<file path="config.mk">
export PLATFORM = sky130hd
export DESIGN_NAME = dual_timer_wdog
export DESIGN_NICKNAME = d
export VERILOG_FILES = /design/src/rtl/tmr_pkg.sv /design/src/rtl/tmr_ctrl.sv /design/src/rtl/tmr_channel.sv /design/src/rtl/tmr_datapath.sv /design/src/rtl/dual_timer_wdog.sv
export SDC_FILE = /design/constraint.sdc
export NUM_CORES = 1
export LEC_CHECK = 0
export BUFFER_PORTS_ARGS = -buffer_cell sky130_fd_sc_hd__buf_2
export CORE_UTILIZATION = 30
export DETAILED_ROUTE_END_ITERATION = 7
export SYNTH_ARGS = -nofsm -noshare
export SYNTH_HDL_FRONTEND = slang
export SYNTH_SLANG_ARGS = --single-unit
</file>
<file path="constraint.sdc">
create_clock -name clk -period 2.55 [get_ports clk]
set_clock_uncertainty 0.15 [all_clocks]
set_input_delay 0 -clock clk [delete_from_list [all_inputs] [get_ports clk]]
set_output_delay 0 -clock clk [all_outputs]
set_load 0.05 [all_outputs]
</file>
<file path="src/rtl/tmr_pkg.sv">
package tmr_pkg;
  localparam int DATA_W      = 32;
  localparam int ADDR_W      = 3;
  localparam int TMR_NUM     = 2;
  localparam int REG_PER_TMR = 3;
  localparam logic [ADDR_W-1:0] ADDR_STATUS = ADDR_W'(TMR_NUM * REG_PER_TMR);
  localparam logic [ADDR_W-1:0] ADDR_WDOG   = ADDR_W'(TMR_NUM * REG_PER_TMR + 1);

  localparam logic [DATA_W-1:0] KEY_FIRST  = 32'h1E1E_1E1E;
  localparam logic [DATA_W-1:0] KEY_SECOND = 32'hE1E1_E1E1;

  localparam int MODE_TC  = 0;
  localparam int MODE_EN  = 1;
  localparam int MODE_RL  = 2;
  localparam int MODE_SEL = 4;

  localparam int PSC_W = 4;

  typedef enum logic [1:0] {
    UNLK_IDLE = 2'd0,
    UNLK_HALF = 2'd1,
    UNLK_DONE = 2'd2
  } unlock_state_t;

  typedef struct packed {
    logic [TMR_NUM-1:0] wrMode;
    logic [TMR_NUM-1:0] wrCount;
    logic [TMR_NUM-1:0] wrReload;
    logic               wrStatus;
    logic               wdogArm;
  } tmr_strobe_t;

  function automatic logic [PSC_W-1:0] divMinus1(input logic [1:0] sel);
    case (sel)
      2'd0:    divMinus1 = PSC_W'(0);
      2'd1:    divMinus1 = PSC_W'(3);
      2'd2:    divMinus1 = PSC_W'(7);
      default: divMinus1 = PSC_W'(15);
    endcase
  endfunction
endpackage

</file>
<file path="src/rtl/tmr_ctrl.sv">
module tmr_ctrl
  import tmr_pkg::*;
(
  input  logic              clk,
  input  logic              rst,
  input  logic              busWrEn,
  input  logic [ADDR_W-1:0] busAddr,
  input  logic [DATA_W-1:0] busWdata,
  output tmr_strobe_t       strobe
);

  unlock_state_t unlockState;
  logic          wdogWrite;

  assign wdogWrite = busWrEn && (busAddr == ADDR_WDOG);

  // Address decode into per-register write strobes
  always_comb begin
    strobe = '0;
    for (int i = 0; i < TMR_NUM; i++) begin
      strobe.wrMode[i]   = busWrEn && (busAddr == ADDR_W'(i * REG_PER_TMR));
      strobe.wrCount[i]  = busWrEn && (busAddr == ADDR_W'(i * REG_PER_TMR + 1));
      strobe.wrReload[i] = busWrEn && (busAddr == ADDR_W'(i * REG_PER_TMR + 2));
    end
    strobe.wrStatus = busWrEn && (busAddr == ADDR_STATUS);
    strobe.wdogArm  = wdogWrite && (unlockState == UNLK_HALF) && (busWdata == KEY_SECOND);
  end

  // Two-write key sequence; any wrong value restarts it
  always_ff @(posedge clk) begin
    if (rst) begin
      unlockState <= UNLK_IDLE;
    end else if (wdogWrite && unlockState != UNLK_DONE) begin
      if (busWdata == KEY_FIRST)
        unlockState <= UNLK_HALF;
      else if (unlockState == UNLK_HALF && busWdata == KEY_SECOND)
        unlockState <= UNLK_DONE;
      else
        unlockState <= UNLK_IDLE;
    end
  end

  assert_decode_exclusive_R2: assert property (@(posedge clk) disable iff (rst)
    $onehot0({strobe.wrMode, strobe.wrCount, strobe.wrReload, strobe.wrStatus}));

  assert_arm_needs_first_key_R8: assert property (@(posedge clk) disable iff (rst)
    strobe.wdogArm |-> (unlockState == UNLK_HALF));

  assert_done_is_final_R10: assert property (@(posedge clk) disable iff (rst)
    (unlockState == UNLK_DONE) |=> (unlockState == UNLK_DONE));

endmodule

</file>
<file path="src/rtl/tmr_channel.sv">
module tmr_channel
  import tmr_pkg::*;
#(
  parameter int CNT_W = 32
) (
  input  logic              clk,
  input  logic              rst,
  input  logic              wrMode,
  input  logic              wrCount,
  input  logic              wrReload,
  input  logic [DATA_W-1:0] wdata,
  output logic [DATA_W-1:0] modeRd,
  output logic [CNT_W-1:0]  countRd,
  output logic [CNT_W-1:0]  reloadRd,
  output logic              hitPulse
);

  logic             enBit;
  logic             rlBit;
  logic             tcBit;
  logic [1:0]       selBits;
  logic [PSC_W-1:0] pscCnt;
  logic [CNT_W-1:0] count;
  logic [CNT_W-1:0] reloadVal;
  logic             tick;

  assign tick     = enBit && (pscCnt == divMinus1(selBits));
  assign hitPulse = tick && (count <= CNT_W'(1));

  // Prescaler restarts on every mode write and while stopped
  always_ff @(posedge clk) begin
    if (rst)
      pscCnt <= '0;
    else if (wrMode || !enBit || tick)
      pscCnt <= '0;
    else
      pscCnt <= pscCnt + PSC_W'(1);
  end

  always_ff @(posedge clk) begin
    if (rst) begin
      count     <= '0;
      reloadVal <= '0;
    end else begin
      if (wrReload)
        reloadVal <= wdata[CNT_W-1:0];
      if (wrCount)
        count <= wdata[CNT_W-1:0];
      else if (hitPulse)
        count <= rlBit ? reloadVal : '0;
      else if (tick)
        count <= count - CNT_W'(1);
    end
  end

  always_ff @(posedge clk) begin
    if (rst) begin
      enBit   <= 1'b0;
      rlBit   <= 1'b0;
      selBits <= 2'd0;
      tcBit   <= 1'b0;
    end else begin
      if (wrMode) begin
        enBit   <= wdata[MODE_EN];
        rlBit   <= wdata[MODE_RL];
        selBits <= wdata[MODE_SEL +: 2];
      end else if (hitPulse && !rlBit) begin
        enBit <= 1'b0;
      end
      if (hitPulse)
        tcBit <= 1'b1;
      else if (wrMode && wdata[MODE_TC])
        tcBit <= 1'b0;
    end
  end

  always_comb begin
    modeRd              = '0;
    modeRd[MODE_TC]     = tcBit;
    modeRd[MODE_EN]     = enBit;
    modeRd[MODE_RL]     = rlBit;
    modeRd[MODE_SEL +: 2] = selBits;
  end

  assign countRd  = count;
  assign reloadRd = reloadVal;

  assert_idle_count_stable_R3: assert property (@(posedge clk) disable iff (rst)
    (!enBit && !wrCount) |=> $stable(count));

  assert_oneshot_stops_R5: assert property (@(posedge clk) disable iff (rst)
    (hitPulse && !rlBit && !wrMode) |=> (!enBit && tcBit));

  assert_reload_continues_R6: assert property (@(posedge clk) disable iff (rst)
    (hitPulse && rlBit && !wrMode && !wrCount) |=> (enBit && count == $past(reloadVal)));

endmodule

</file>
<file path="src/rtl/tmr_datapath.sv">
module tmr_datapath
  import tmr_pkg::*;
#(
  parameter int CNT_W        = 32,
  parameter int WDOG_TIMEOUT = 256
) (
  input  logic               clk,
  input  logic               rst,
  input  tmr_strobe_t        strobe,
  input  logic [ADDR_W-1:0]  busAddr,
  input  logic [DATA_W-1:0]  busWdata,
  output logic [DATA_W-1:0]  busRdata,
  output logic [TMR_NUM-1:0] tmrIrq,
  output logic               wdogRst
);

  localparam int WD_W = $clog2(WDOG_TIMEOUT + 1);

  logic [DATA_W-1:0]  modeArr   [TMR_NUM];
  logic [CNT_W-1:0]   countArr  [TMR_NUM];
  logic [CNT_W-1:0]   reloadArr [TMR_NUM];
  logic [TMR_NUM-1:0] hitVec;
  logic [TMR_NUM-1:0] statusReg;
  logic               wdogArmed;
  logic [WD_W-1:0]    wdogCnt;

  for (genvar g = 0; g < TMR_NUM; g++) begin : gen_chan
    tmr_channel #(.CNT_W(CNT_W)) u_chan (
      .clk      (clk),
      .rst      (rst),
      .wrMode   (strobe.wrMode[g]),
      .wrCount  (strobe.wrCount[g]),
      .wrReload (strobe.wrReload[g]),
      .wdata    (busWdata),
      .modeRd   (modeArr[g]),
      .countRd  (countArr[g]),
      .reloadRd (reloadArr[g]),
      .hitPulse (hitVec[g])
    );

    always_ff @(posedge clk) begin
      if (rst)
        statusReg[g] <= 1'b0;
      else if (hitVec[g])
        statusReg[g] <= 1'b1;
      else if (strobe.wrStatus && busWdata[g])
        statusReg[g] <= 1'b0;
    end

    assert_status_sticky_R7: assert property (@(posedge clk) disable iff (rst)
      (statusReg[g] && !(strobe.wrStatus && busWdata[g])) |=> statusReg[g]);
  end

  assign tmrIrq = statusReg;

  // Watchdog: armed once, periodic one-clock reset pulse
  always_ff @(posedge clk) begin
    if (rst) begin
      wdogArmed <= 1'b0;
      wdogCnt   <= '0;
      wdogRst   <= 1'b0;
    end else if (!wdogArmed) begin
      wdogRst <= 1'b0;
      if (strobe.wdogArm) begin
        wdogArmed <= 1'b1;
        wdogCnt   <= WD_W'(WDOG_TIMEOUT);
      end
    end else if (wdogCnt == WD_W'(1)) begin
      wdogRst <= 1'b1;
      wdogCnt <= WD_W'(WDOG_TIMEOUT);
    end else begin
      wdogRst <= 1'b0;
      wdogCnt <= wdogCnt - WD_W'(1);
    end
  end

  always_comb begin
    busRdata = '0;
    for (int i = 0; i < TMR_NUM; i++) begin
      if (busAddr == ADDR_W'(i * REG_PER_TMR))     busRdata = modeArr[i];
      if (busAddr == ADDR_W'(i * REG_PER_TMR + 1)) busRdata = DATA_W'(countArr[i]);
      if (busAddr == ADDR_W'(i * REG_PER_TMR + 2)) busRdata = DATA_W'(reloadArr[i]);
    end
    if (busAddr == ADDR_STATUS) busRdata = DATA_W'(statusReg);
    if (busAddr == ADDR_WDOG)   busRdata = DATA_W'(wdogArmed);
  end

  assert_wdog_stays_armed_R10: assert property (@(posedge clk) disable iff (rst)
    !$fell(wdogArmed));

  assert_rst_needs_arm_R9: assert property (@(posedge clk) disable iff (rst)
    wdogRst |-> wdogArmed);

  assert_rst_single_cycle_R9: assert property (@(posedge clk) disable iff (rst)
    wdogRst |=> !wdogRst);

  assert_irq_follows_status_R7: assert property (@(posedge clk) disable iff (rst)
    hitVec != '0 |=> (tmrIrq & $past(hitVec)) == $past(hitVec));

endmodule

</file>
<file path="src/rtl/dual_timer_wdog.sv">
module dual_timer_wdog
  import tmr_pkg::*;
#(
  parameter int CNT_W        = 32,
  parameter int WDOG_TIMEOUT = 256
) (
  input  logic                      clk,
  input  logic                      rst,
  input  logic                      busWrEn,
  input  logic [tmr_pkg::ADDR_W-1:0]  busAddr,
  input  logic [tmr_pkg::DATA_W-1:0]  busWdata,
  output logic [tmr_pkg::DATA_W-1:0]  busRdata,
  output logic [tmr_pkg::TMR_NUM-1:0] tmrIrq,
  output logic                      wdogRst
);

  tmr_strobe_t strobe;

  tmr_ctrl u_ctrl (
    .clk      (clk),
    .rst      (rst),
    .busWrEn  (busWrEn),
    .busAddr  (busAddr),
    .busWdata (busWdata),
    .strobe   (strobe)
  );

  tmr_datapath #(
    .CNT_W        (CNT_W),
    .WDOG_TIMEOUT (WDOG_TIMEOUT)
  ) u_dp (
    .clk      (clk),
    .rst      (rst),
    .strobe   (strobe),
    .busAddr  (busAddr),
    .busWdata (busWdata),
    .busRdata (busRdata),
    .tmrIrq   (tmrIrq),
    .wdogRst  (wdogRst)
  );

endmodule

</file>
==> results of run 1 <==
## power breakdown
| part | leakage, nW | total, W | switching (W) | internal [W] |
|---|---|---|---|---|
| Sequential | 1.30 | 0.00265 | 0.0000693 | 0.00258 |
| Clock | 0.298 | 0.00280 | 0.00111 | 0.00169 |
| Combinational | 3.41 | 0.00209 | 0.00117 | 0.000914 |
| Total | 5.01 | 0.00754 | 0.00235 | 0.00519 |
## Yosys cell counts, drive strengths merged, types with 3 or more instances
master,count
inv,16
o221a,7
a31oi,24
o31ai,5
o211ai,10
o22ai,29
mux4,4
o21ai,45
and4,3
or4,13
nand4b,5
clkbuf,89
a221o,10
dfxtp,161
mux2,4
and3,6
o32ai,4
a21o,12
nor2,99
nand3,32
xnor2,33
o221ai,9
a21oi,201
nor3b,3
or2,4
ha,8
or4b,6
a211oi,8
nor4,31
nand2,205
o31a,3
and2,8
nor3,56
xor2,26
or3,9
a22oi,17
nand2b,12
nand4,20
mux2i,20
nor2b,5
nand3b,4
buf,19
## final timing paths
check / cells past startpoint / start / slack [ps] / endpoint
max: 6 / u_dp.gen_chan[0].u_chan.countRd[6]$_SDFFE_PP0P_ / -140 / u_dp.gen_chan[0].u_chan.countRd[19]$_SDFFE_PP0P_
min: 5 / busAddr[0] / 50 / u_dp.gen_chan[0].u_chan.selBits[0]$_SDFFE_PP0P_
max reg2reg: 6 / u_dp.gen_chan[0].u_chan.countRd[6]$_SDFFE_PP0P_ / -140 / u_dp.gen_chan[0].u_chan.countRd[19]$_SDFFE_PP0P_
min reg2reg: 2 / u_dp.gen_chan[1].u_chan.tcBit$_SDFFE_PP0P_ / 320 / u_dp.gen_chan[1].u_chan.tcBit$_SDFFE_PP0P_
## flip-flops by register name, indices dropped and copies added, names as in the netlist
signal,count
u_dp.gen_chan.u_chan.selBits,4
u_dp.gen_chan.u_chan.countRd,64
u_dp.gen_chan.u_chan.pscCnt,8
u_dp.gen_chan.u_chan.rlBit,2
u_dp.gen_chan.u_chan.tcBit,2
u_ctrl.unlockState,2
u_dp.wdogRst,1
u_dp.gen_chan.u_chan.enBit,2
u_dp.gen_chan.u_chan.reloadRd,64
u_dp.wdogArmed,1
u_dp.tmrIrq,2
u_dp.wdogCnt,9
## logic make-up (layout without fill, tap and decap cells)
kind of cell               Yosys count  count (layout)
DFF                                161             161
xor gates and xnor gates            59              59
AOI/OAI and AO/OA                  397             397
muxes                               28              28
adders and majority gates            8               8
buffers and inverters              125             313
and+or+nand+nor                    525             526
## per-layer routing
metal | vias up | track usage (%)
li1 | 5088 | -
met1 | 5294 | 30.1
met2 | 548 | 37.4
met3 | 108 | 3.95
met4 | 2 | 10.1
met5 | - | 0
## through the flow
step | instance area (sq um) | power, W | util, % | setup slack [ps] | setup TNS [ps]
final | 12800 | 0.00754 | 40.5 | -141 | -3150
after global routing | 12800 | 0.00780 | 40.5 | -199 | -7380
after CTS | 12400 | 0.00734 | 39.1 | -138 | -251
after detailed placement | 11300 | 0.00449 | 35.6 | -128 | -796
after global placement | 11300 | 0.00447 | 35.6 | -112 | -305
after floorplan | 9760 | 0.00387 | - | -168 | -1430
## timing repair
item / in CTS / in global routing
buffers inserted: 6 / 8
hold buffers: 39 / 0
endpoints found under the hold margin: 135 / 0
pin swaps: 2 / 37
setup endpoints to repair: 23 / 52
cloned: 0 / 7
resized for setup: 12 / 58
## layout make-up
cell class                      count  area (sq um)
Clock buffer                       23           468
Clock inverter                      9           154
Fill cell                        3110         18800
Tap cell                          402           503
Timing Repair Buffer              264          2120
Sequential cell                   161          3230
Inverter                           17          63.8
Multi-Input combinational cell   1018          6290
## critical path: cells and delay by family (launching register included)
| kind | cells | cell delay [ps] |
|---|---|---|
| flops | 1 | 310 |
| simple gates | 4 | 1710 |
| compound gates | 1 | 300 |
| xor+xnor | 1 | 110 |
==> flow_summary.json, run 1 <==
{
  "die_y_microns": 181,
  "layout_setup_ws_ps": -141,
  "diodes": 0,
  "clockBufferDepth": 2,
  "cts.htree.levels": 4,
  "synth_compound_area_share_pct": 24.7,
  "p_leak_nw": 5.01,
  "worst_pin_slew_ps": 776,
  "syn_area_sq_um": 9650,
  "insertion_delay_ps": 450,
  "drt_iter0_markers": 1165,
  "synth-simple-area-share_pct": 26.7,
  "max_cap_viol_count": 0,
  "yosys.area.top_type": "dfxtp_1",
  "nNetsFinal": 1525,
  "gp_congestion": 0.960,
  "track_usage_pct": 23.1,
  "max_freq_mhz": 372,
  "async_flop_share_pct": 0,
  "layout.cells.non_filler": 1894,
  "grt_max_degree": 61,
  "synthXorXnorAreaFrac_pct": 5.35,
  "setup_viol": 50,
  "antenna_found_initial": 1,
  "cts_tree": "done",
  "period_minus_slack_ps": 2690,
  "synth_mux_area_share_pct": 3.47,
  "grt.overflow.total": 0,
  "synth_top_family_by_area": "simple AND/OR/NAND/NOR gates",
  "wl_microns": 39300,
  "worstPathArrival_ps": 2870,
  "synth_area_leaders": "dfxtp_1, a21oi_1, nand2_1",
  "wl_met2_microns": 18300,
  "dieArea_sq_um": 32900,
  "synth_top_area_share_pct": 33.4,
  "start_util_pct": 30.5,
  "io_buffer_count": 72,
  "firstDrtPassIters": 5,
  "grt_pass1_vias": 10054,
  "numCtsBuffers": 17,
  "synth_nets": 1349,
  "holdWs_ps": 48.0,
  "ys_ff_latch": 161,
  "mostFrequentLayoutCell": "nand2_1",
  "path_cells": "or4_4, or4_4, or4_4, nor4_4, xor2_1, a221o_1",
  "layout_common_cells": "nand2_1, a21oi_1, dfxtp_1",
  "rsz0062_at_grt": "yes",
  "cts_sinks": 161,
  "num_vias": 11040,
  "ir_drop_mv": 0.491,
  "synth_edf_count": 0,
  "relSlewSlack_pct": 48.3,
  "run_status": "finished with violations",
  "ioPinCount": 73,
  "synth.avg_cell_area_sq_um": 7.41,
  "crit_fanout": 3,
  "finalCritPeriodShare_pct": 106,
  "path_clk_slew_ps": 70,
  "failed_checks": "setup timing",
  "maxUsedRoutingLayer": "met5",
  "drc": 0,
  "drv_slew": 0,
  "grt_first_pass_wirelength_microns": 59000,
  "ys_seq_area_share_pct": 33.4,
  "cpPeakStageDelay_ps": 540,
  "ys.flop_type": "dfxtp_1",
  "yosysWarnings": 0,
  "hold_violations": 0,
  "cp_data_required_time_ps": 2730,
  "cts_root_buf": "clkbuf_16",
  "coreArea_sq_um": 31600,
  "cp-end-kind": "flip-flop",
  "min_path_type": "in2reg",
  "power_density_nw_per_um2": 588,
  "worstSetupPathType": "reg2reg",
  "synthAdderAreaFrac_pct": 1.04,
  "wl_met1_microns": 16300,
  "area_growth_pct": 32.8,
  "startpoint_type": "flip-flop",
  "hpwl_microns": 27200,
  "via_per_inst": 5.83,
  "routedWlPerCell_microns": 20.7,
  "synth_cell_type_count": 68,
  "dp_cells": 1802,
  "crit_slowest_cell": "or4_4",
  "route.met3.wl_microns": 3190,
  "rows": 65,
  "antenna_left": 0,
  "synth_cells": 1303,
  "die-width_microns": 181,
  "crit_top_cell": "or4_4",
  "layout-drive-gt1-share_pct": 23.3
}
Note: power is estimated with default switching activity, not from simulation.
==> run 2, diff against run 1 <==
--- a/config.mk
+++ b/config.mk
@@ -6,6 +6,7 @@
 export NUM_CORES = 1
 export LEC_CHECK = 0
 export BUFFER_PORTS_ARGS = -buffer_cell sky130_fd_sc_hd__buf_2
+export CORE_MARGIN = 4
 export CORE_UTILIZATION = 30
 export DETAILED_ROUTE_END_ITERATION = 7
 export SYNTH_ARGS = -nofsm -noshare
==> run 2 against run 1 <==
Effect of this change: the run still ends with setup timing left; setup slack gained 32 ps; core utilization shrank 0.36 points; wire length grew 0.17%; critical path type unchanged; critical endpoint unchanged; largest power group is now registers.
==> flow_summary.json, run 2 (synthesized netlist as in run 1, its figures left out) <==
{
  "io_buffer_count": 72,
  "clockBufferDepth": 2,
  "die_y_microns": 187,
  "hold_violations": 0,
  "coreArea_sq_um": 31600,
  "dieArea_sq_um": 35100,
  "via_per_inst": 5.81,
  "area_growth_pct": 31.6,
  "cts_tree": "done",
  "ir_drop_mv": 0.480,
  "rows": 65,
  "ioPinCount": 73,
  "start_util_pct": 30.5,
  "drc": 0,
  "layout_common_cells": "nand2_1, a21oi_1, dfxtp_1",
  "mostFrequentLayoutCell": "nand2_1",
  "min_path_type": "in2reg",
  "startpoint_type": "flip-flop",
  "final_area_sq_um": 12700,
  "cp-startpoint": "u_dp.gen_chan[0].u_chan.countRd[5]$_SDFFE_PP0P_",
  "ff2ff_path_depth": 6,
  "run_status": "finished with violations",
  "cts_root_buf": "clkbuf_16",
  "final_util_pct": 40.2,
  "firstDrtPassIters": 5,
  "layout_setup_ws_ps": -109,
  "insertion_delay_ps": 440,
  "period_minus_slack_ps": 2660,
  "holdPathStages": 5,
  "hold_start": "busAddr[1]",
  "grt_max_degree": 63,
  "cp_data_required_time_ps": 2720,
  "path_clk_slew_ps": 70,
  "finalCritPeriodShare_pct": 104,
  "gp_congestion": 0.950,
  "worstPathArrival_ps": 2830,
  "r2r_start": "u_dp.gen_chan[0].u_chan.countRd[5]$_SDFFE_PP0P_",
  "cts_sinks": 161,
  "die-width_microns": 187,
  "diodes": 0,
  "cp-end-kind": "flip-flop",
  "num_vias": 10951,
  "layout-drive-gt1-share_pct": 23.5,
  "worstSetupPathType": "reg2reg",
  "grt_first_pass_wirelength_microns": 58600,
  "crit_fanout": 3,
  "p_total_w": 0.00730,
  "place_area_sq_um": 11300,
  "antenna_left": 0,
  "hpwl_microns": 27300,
  "cts.htree.levels": 4,
  "max_freq_mhz": 376,
  "antenna_found_initial": 0,
  "numCtsBuffers": 17,
  "p_leak_nw": 4.98,
  "grt_pass1_vias": 9991,
  "rsz0062_at_grt": "yes",
  "drt_iter0_markers": 1250,
  "drv_slew": 0,
  "relSlewSlack_pct": 48.8,
  "nNetsFinal": 1517,
  "power_density_nw_per_um2": 574,
  "worst_pin_slew_ps": 767,
  "wl_microns": 39300,
  "failed_checks": "setup timing",
  "setup_viol": 35,
  "track_usage_pct": 20.9,
  "max_cap_viol_count": 0,
  "routedWlPerCell_microns": 20.9,
  "grt.overflow.total": 0
}
-- run 2: routing by layer --
metal  share of wire (%)  track usage, %
met5                   0               0
met2                  47            34.2
met4                 3.7            8.19
met3                 7.7            3.36
met1                  41            27.6
-- run 2: area by class of cell --
type / count / area (sq um)
fill: 3122 / 18900
multi-input combinational: 1018 / 6290
sequential: 161 / 3230
timing repair buffer: 256 / 2040
tap: 402 / 503
clock buffer: 23 / 478
clock inverter: 9 / 106
inverter: 17 / 63.8
-- run 2: what timing repair did --
action | CTS | global route
hold endpoints to repair | 138 | 0
gates resized for setup | 11 | 62
gates cloned | 1 | 6
hold buffers | 36 | 0
pin swaps | 3 | 48
buffers inserted | 3 | 8
setup endpoints to repair | 13 | 54
-- run 2: power by group --
part	switching (W)	total, W	internal, W
Combinational	0.00116	0.00205	0.000893
Sequential	0.0000687	0.00265	0.00258
Clock	0.00108	0.00259	0.00152
Total	0.00230	0.00730	0.00499
-- run 2: critical path, cell delays in order (launching register included) --
cell and delay (ps):
dfxtp_2 320, or4_4 540, or4_4 510, or4_4 470, nor4_4 160, xor2_1 100, a221o_1 290
-- run 2: per-stage QoR --
stage	setup TNS, ps	worst slack [ps]	instances	hold slack (ps)
floorplan	-1430	-168	1303	-14.0
global placement	-321	-121	1800	168
detailed placement	-517	-120	1800	171
CTS	-540	-97.6	1872	4.76
global route	-3950	-179	1886	82.9
finish	-1340	-109	1886	24.1
-- run 2: worst paths after layout --
path / to / slack [ps]
setup reg to reg: u_dp.gen_chan[0].u_chan.countRd[19]$_SDFFE_PP0P_ / -110
hold reg to reg: u_dp.gen_chan[1].u_chan.tcBit$_SDFFE_PP0P_ / 310
setup / recovery: u_dp.gen_chan[0].u_chan.countRd[19]$_SDFFE_PP0P_ / -110
hold / removal: u_dp.gen_chan[0].u_chan.rlBit$_SDFFE_PP0P_ / 20
